--- config.mk ---
export PLATFORM = sky130hd
export DESIGN_NAME = hop_switch_ctrl
export DESIGN_NICKNAME = d
export VERILOG_FILES = /design/src/rtl/hop_switch_ctrl.sv
export SDC_FILE = /design/constraint.sdc
export NUM_CORES = 1
export LEC_CHECK = 0
export BUFFER_PORTS_ARGS = -buffer_cell sky130_fd_sc_hd__buf_2
export CORE_MARGIN = 10
export CORE_UTILIZATION = 36
export DETAILED_ROUTE_END_ITERATION = 6
export GPL_TIMING_DRIVEN = 1
export HOLD_SLACK_MARGIN = 0.15
export PLACE_DENSITY_LB_ADDON = 0.25
export SYNTH_ARGS = -nofsm -noshare
export SYNTH_HDL_FRONTEND = slang
export SYNTH_SLANG_ARGS = --single-unit
--- constraint.sdc ---
create_clock -name clk -period 15.09 [get_ports clk]
set_input_delay 3.018 -clock clk [delete_from_list [all_inputs] [get_ports clk]]
set_output_delay 3.018 -clock clk [all_outputs]
set_load 0.02 [all_outputs]
--- src/rtl/hop_switch_ctrl.sv ---
module hop_switch_ctrl #(
  parameter int NSW = 24,
  parameter int EW = 12,
  parameter int GW = 16,
  parameter int GFRAC = 12,
  parameter logic signed [GW-1:0] K1 = -16'sd2007,
  parameter logic signed [GW-1:0] K2 = 16'sd2949,
  parameter int IN_DLY = 2,
  parameter int OUT_DLY = 1,
  localparam int CW = $clog2(NSW + 1)
) (
  input  logic                 clk,
  input  logic                 rst,
  input  logic signed [EW-1:0] err_in,
  input  logic                 step_mode,
  output logic [CW-1:0]        sw_count,
  output logic [NSW-1:0]       sw_en
);
  localparam int DW = EW + 1;
  localparam int SW = GW + DW + 1;
  localparam logic [SW-1:0] HALF = SW'(1) << (GFRAC - 1);
  localparam logic signed [SW-1:0] ONE = SW'(1);
  localparam logic signed [SW:0] LO = (SW + 1)'(1);
  localparam logic signed [SW:0] HI = (SW + 1)'(NSW);

  logic signed [EW-1:0] epipe [IN_DLY];
  logic                 mpipe [IN_DLY];
  logic signed [EW-1:0] e_prev;
  logic [CW-1:0]        cnt;
  logic [CW-1:0]        ocnt [OUT_DLY];
  logic [NSW-1:0]       oen  [OUT_DLY];

  always_ff @(posedge clk) begin
    if (rst) begin
      for (int i = 0; i < IN_DLY; i++) begin
        epipe[i] <= '0;
        mpipe[i] <= 1'b0;
      end
    end else begin
      epipe[0] <= err_in;
      mpipe[0] <= step_mode;
      for (int i = 1; i < IN_DLY; i++) begin
        epipe[i] <= epipe[i-1];
        mpipe[i] <= mpipe[i-1];
      end
    end
  end

  logic signed [EW-1:0] e_k;
  logic                 mode_k;
  assign e_k    = epipe[IN_DLY-1];
  assign mode_k = mpipe[IN_DLY-1];

  logic signed [DW-1:0] diff;
  logic signed [SW-1:0] wsum, d_gain, d_step, d_sel;
  logic [SW-1:0]        mag, rmag;
  logic signed [SW:0]   sum_full;
  logic [CW-1:0]        cnt_nx;

  assign diff   = DW'(e_k) - DW'(e_prev);
  assign wsum   = SW'(K1) * SW'(diff) + SW'(K2) * SW'(e_prev);
  assign mag    = wsum[SW-1] ? SW'(-wsum) : SW'(wsum);
  assign rmag   = (mag + HALF) >> GFRAC;
  assign d_gain = wsum[SW-1] ? -$signed(rmag) : $signed(rmag);
  assign d_step = e_k[EW-1] ? -ONE : ((e_k != '0) ? ONE : '0);
  assign d_sel  = mode_k ? d_step : d_gain;
  assign sum_full = $signed({{(SW + 1 - CW){1'b0}}, cnt}) + (SW + 1)'(d_sel);

  always_comb begin
    if (sum_full < LO)      cnt_nx = CW'(1);
    else if (sum_full > HI) cnt_nx = CW'(NSW);
    else                    cnt_nx = CW'(sum_full);
  end

  always_ff @(posedge clk) begin
    if (rst) begin
      cnt    <= CW'(1);
      e_prev <= '0;
    end else begin
      cnt    <= cnt_nx;
      e_prev <= e_k;
    end
  end

  logic [NSW-1:0] therm;
  always_comb begin
    for (int i = 0; i < NSW; i++) therm[i] = (CW'(i) < cnt);
  end

  always_ff @(posedge clk) begin
    if (rst) begin
      for (int i = 0; i < OUT_DLY; i++) begin
        ocnt[i] <= CW'(1);
        oen[i]  <= NSW'(1);
      end
    end else begin
      ocnt[0] <= cnt;
      oen[0]  <= therm;
      for (int i = 1; i < OUT_DLY; i++) begin
        ocnt[i] <= ocnt[i-1];
        oen[i]  <= oen[i-1];
      end
    end
  end

  assign sw_count = ocnt[OUT_DLY-1];
  assign sw_en    = oen[OUT_DLY-1];
endmodule


After elaboration in Yosys (flattened, before gate mapping) --
Memories as Yosys holds them, arrays and structs flattened. Cells that the tools add are included. Widths: inputs -> output; s select.
Word-level totals: output and inout port bits 29, register bits after elaboration 17, memories kept 4, bits in writable memories 55, input bits 15
Memories:
- epipe | words 2, bits a word 12, rd ports 2, clocked after memory_dff 0, wr ports 2, line 26 | logic signed [EW-1:0] epipe [IN_DLY];
- oen | words 1, bits a word 24, rd ports 1, clocked after memory_dff 0, wr ports 1, line 31 | logic [NSW-1:0] oen [OUT_DLY];
- ocnt | words 1, bits a word 5, rd ports 1, clocked after memory_dff 0, wr ports 1, line 30 | logic [CW-1:0] ocnt [OUT_DLY];
- mpipe | words 2, bits a word 1, rd ports 2, clocked after memory_dff 0, wr ports 2, line 27 | logic mpipe [IN_DLY];
Cells by class: muxes and demuxes 17, bitwise operators 4, $add $sub $neg 6, reductions and logical operators 5, $lt $le $gt $ge 26, $mul 2
Operators by type and width (count):
- $mux 30 | 4
- $lt 4x5->1 const A | 8
- $lt 5x5->1 const A | 8
- $add 6x30->31 | 1
- $gt 31x6->1 const B | 1
- $lt 31x2->1 const B | 1
- $add 30x12->30 const B | 1
- $neg 18->30 | 1
- $neg 26->30 | 1
- $add 25x25->26 | 1
- $mul 12x13->25 const A | 1
- $mul 13x12->25 const A | 1
- $mux 12 | 2
- $mux 24 | 1
- $reduce_or 24->1 | 1
- $lt 3x5->1 const A | 4
- $sub 12x12->13 | 1
- $reduce_bool 12->1 | 1
- $lt 1x5->1 const A | 2
- $lt 2x5->1 const A | 2
- $mux 5 | 2
- $mux 1 | 8
- $reduce_or 5->1 | 1
- $or 1x1->1 | 4
- other kinds (2) | 2

Logic depth before layout (Yosys ltp) --
An unclocked memory read counts as a cell.
depth in word-level cells 13, gate-level depth with buffers 62, depth with buffers taken out 56

Least setup slack after synthesis --
OpenSTA, ideal clock, no wires.
path kind register to register, from reg e_prev[0], to reg cnt[2], stages on the path, launching flop included 60, buffers on the path 6, library setup time 0.092 ns, period minus slack after synthesis 12.795 ns, data arrival time 12.703 ns, path slack 2.295 ns, cells stage by stage dfxtp_1 ha_1 fa_1 nor2b_1 o21ai_0 nand2b_1 a21o_1 a21o_1 a21o_1 a21o_1 a21o_1 a21o_1 a211oi_1 mux2i_1 inv_1 fa_1 inv_1 fa_1 [... 24 more ...] nand2_1 nor2_1 xnor2_1 nor2_1 a41o_1 xnor2_1 a21oi_1 ha_1 inv_1 o21bai_1 a21oi_1 nor2_1 o211ai_2 or3_1 o41a_1 o221a_1 or3_1 nor4_1
Between the ends: word-level cells in the longest chain between the ends 12
Ends and longest elaborated chain:
- start: declaration | line 28 | logic signed [EW-1:0] e_prev;
- start signal: assignment | line 81 | e_prev <= e_k;
- $sub 12x12->13 | line 60 | assign diff = DW'(e_k) - DW'(e_prev);
- $mul 12x13->25 | line 61 | assign wsum = SW'(K1) * SW'(diff) + SW'(K2) * SW'(e_prev);
- $add 25x25->26 (*) | line 61
- $neg 26->30 | line 62 | assign mag = wsum[SW-1] ? SW'(-wsum) : SW'(wsum);
- $mux 30 | line 62
- $add 30x12->30 | line 63 | assign rmag = (mag + HALF) >> GFRAC;
- $neg 18->30 | line 64 | assign d_gain = wsum[SW-1] ? -$signed(rmag) : $signed(rmag);
- $mux 30 (*) | line 64
- $mux 30 (*) | line 66 | assign d_sel = mode_k ? d_step : d_gain;
- $add 6x30->31 (*) | line 67 | assign sum_full = $signed({{(SW + 1 - CW){1'b0}}, cnt}) + (SW + 1)'(d_sel);
- $lt 31x2->1 or $gt 31x6->1 (tied branches) | line 70, 71
- $reduce_or 3->1 (no source line)
- end signal: assignment | line 80 | cnt <= cnt_nx;
- end: declaration | line 29 | logic [CW-1:0] cnt;
Mark *: on every way between the ends. The rest lies on a longest branch, timed or not. A chain may end at the register's enable or synchronous reset.

Worst setup path after layout --
from reg e_prev[2], to reg cnt[2]
Same word-level chain as after synthesis.

==> metrics.cfg <==
[timing]
hold_viol_final = 0
max_clock_freq_mhz = 77.0
worst_pin_slew_ns = 1.03
setup_viol = 0
min_period_ns = 12.99
skew_ns = 0.00978
slew_violations = 0
period_share_pct = 86.1
tns_ns = 0
rsz0062_at_grt = no
slew_headroom_pct = 31.1

[yosys]
synth_edf_count = 0
synthCells = 1152
yosys.area_share.simple_pct = 15.0
ys_types = 88
synth-compound-area-share_pct = 17.6
synthMuxAreaShare_pct = 1.57
synth-adder-area-share_pct = 37.2
synth_fp_nets = 1412
synth_ff_type = dfxtp_1
ys_warn_count = 0
async_reset_ff_share_pct = 0
synth_area_per_cell_um2 = 8.77
ys_seq_area_share_pct = 14.1
ys_seq_elements = 71
syn_area_um2 = 10100
synth_top_family_by_area = adder cells
synth_xor_area_share_pct = 5.55

[placed_design]
place_congestion = 0.901
port_buffers = 43
place_hpwl_mm = 20.4

[worst_setup_path]
critical_path_class = reg2reg
cpMostUsedCell = inv_1
start_kind = flop
critPathSlowestCell = or2_1
critical_path_required_ns = 15.34
crit_arrival_ns = 13.24
cp_max_fo = 21
cpPeakStageDelay_ns = 0.63
cp-end-kind = flop

[status]
outcome = completed

[route]
vias = 7987
drtIter0Drc = 446
wl_per_cell_um = 15.8
drc = 0
vias_per_cell = 5.14
ant_nets = 0
drt_wl_total_mm = 24.5
drtPass1Iterations = 5

[clock_tree]
post_cts_buffers = 0
cts_sinks = 71
cts_tree = done
insertion_delay_ns = 0.34
h-tree-depth = 3
clk_path_buf_depth = 2
cts_buffers = 9
path_clk_slew_ns = 0.06
post_cts_resized = 0
hold_buffers = 0
cts_root_buf = clkbuf_16

[floorplan]
die-area_um2 = 35200
die_w_um = 188
start_util_pct = 36.5
row_count = 61
ioPinCount = 44
core_um2 = 27700
die_h_um = 188

[hold_path]
min_path_type = reg2reg

[final_layout]
drive_above_1_share_pct = 8.59
final-seq-area_um2 = 1420
diodes = 0
synthToLayoutAreaGrowth_pct = 8.54
nFillCells = 2796
multi_input_area_um2 = 7780
nets = 1431

[global_route]
grt_max_degree = 55
grt_pass1_wl_mm = 41.2
antenna_found_initial = 0
first_global_vias = 8086
grt_use_total_pct = 13.9
grt_overflow = 0

[flow_run]
drv_cap = 0

cell type report:
| class | instances | share of cell area (%) |
|---|---|---|
| clock buffers | 10 | 2.09 |
| multi-input cells | 846 | 70.9 |
| repair buffers | 46 | 2.17 |
| well taps | 378 | 4.31 |
| flip-flops and latches | 71 | 13.0 |
| inverters | 197 | 6.74 |
| clock inverters | 6 | 0.844 |
registers in the layout, summed over array words and instances, names as in the netlist:
| signal | flops |
|---|---|
| oen | 24 |
| epipe | 24 |
| mpipe | 2 |
| ocnt | 4 |
| cnt | 5 |
| e_prev | 12 |
cells in the mapped netlist, drive strengths merged (11+ instances only):
cell type | number | area (µm²)
a21oi | 51 | 259
nand2b | 13 | 81.3
inv | 196 | 736
xnor2 | 41 | 359
nor3 | 17 | 90.1
nand4 | 18 | 113
buf | 19 | 96.3
nor4 | 14 | 100
mux2i | 11 | 110
o21a | 12 | 91.3
dfxtp | 71 | 1420
nor2b | 44 | 275
nor2 | 59 | 221
clkbuf | 19 | 72.6
nand2 | 42 | 158
xor2 | 23 | 201
fa | 93 | 1860
a31oi | 13 | 81.3
nand3 | 21 | 105
a21o | 28 | 210
ha | 152 | 1900
o21ai | 44 | 243
a211oi | 20 | 183
routing by layer:
metal	vias up	share of wire [%]	routed length, µm	GRT usage [%]
met1	3832	49	12000	19.1
met3	20	4.7	1160	2.13
met2	161	45	11100	22.9
met5	-	0	0	0
met4	0	0.95	233	2.25
li1	3974	-	-	-
final timing paths:
kind,startpoint,end,slack (ns),cells after the start
max reg2reg,e_prev[2],cnt[2],2.10,56
min reg2reg,epipe[0][5],epipe[0][17],0.43,1
max,e_prev[2],cnt[2],2.10,56
min,epipe[0][5],epipe[0][17],0.43,1
logic make-up after synthesis:
kind of cell    count (synthesis)
xor+xnor                       64
mux                            15
fa+ha+maj                     245
simple gates                  281
flops                          71
compound gates                241
buf+inv                       235
metrics by stage:
| stage | utilization [%] | setup slack, ns | hold slack [ns] | instances | cell area [µm²] |
|---|---|---|---|---|---|
| final | 39.6 | 2.10 | 0.433 | 1554 | 11000 |
| after global routing | 39.6 | 0.920 | 0.453 | 1554 | 11000 |
| after CTS | 39.6 | 2.10 | 0.435 | 1554 | 11000 |
| after detailed placement | 38.4 | 2.19 | 0.421 | 1538 | 10600 |
| after global placement | 38.4 | 2.54 | 0.420 | 1538 | 10600 |
| after floorplan | - | 2.30 | 0.414 | 1152 | 10100 |
layout by cell type, fill, tap and decap left out, types with 5 or more instances in the layout:
| cell | Yosys | routed |
|---|---|---|
| and3_1 | 9 | 9 |
| o21ai_1 | 8 | 8 |
| nor2_1 | 59 | 59 |
| xor2_1 | 23 | 23 |
| buf_2 | 17 | 43 |
| and2_1 | 7 | 7 |
| mux2i_1 | 11 | 11 |
| nor4_1 | 12 | 12 |
| or2_2 | 6 | 6 |
| a31oi_1 | 13 | 13 |
| fa_1 | 93 | 93 |
| inv_1 | 196 | 196 |
| o211ai_1 | 7 | 7 |
| o31ai_1 | 5 | 5 |
| a211oi_1 | 15 | 15 |
| a21o_1 | 28 | 28 |
| nor3_1 | 16 | 16 |
| ha_1 | 152 | 152 |
| clkbuf_16 | 0 | 9 |
| nand2b_1 | 13 | 13 |
| o21ai_0 | 32 | 32 |
| dfxtp_1 | 71 | 71 |
| or3_1 | 10 | 10 |
| a21oi_1 | 50 | 50 |
| o21a_1 | 11 | 11 |
| xnor2_1 | 41 | 41 |
| nor2b_1 | 44 | 44 |
| nand2_1 | 42 | 42 |
| nand3_1 | 21 | 21 |
| nand4_1 | 18 | 18 |
critical path, delay by kind of cell, from the launching register on:
kind | cells | cell delay (ns)
simple gates | 13 | 2.76
mux | 1 | 0.10
flops | 1 | 0.55
compound gates | 17 | 3.10
xor+xnor | 5 | 0.96
buf+inv | 10 | 1.46
fa+ha+maj | 10 | 3.94
Power is not shown: default switching activity piles up to over one toggle a cycle in this logic, so the estimate is an artifact.
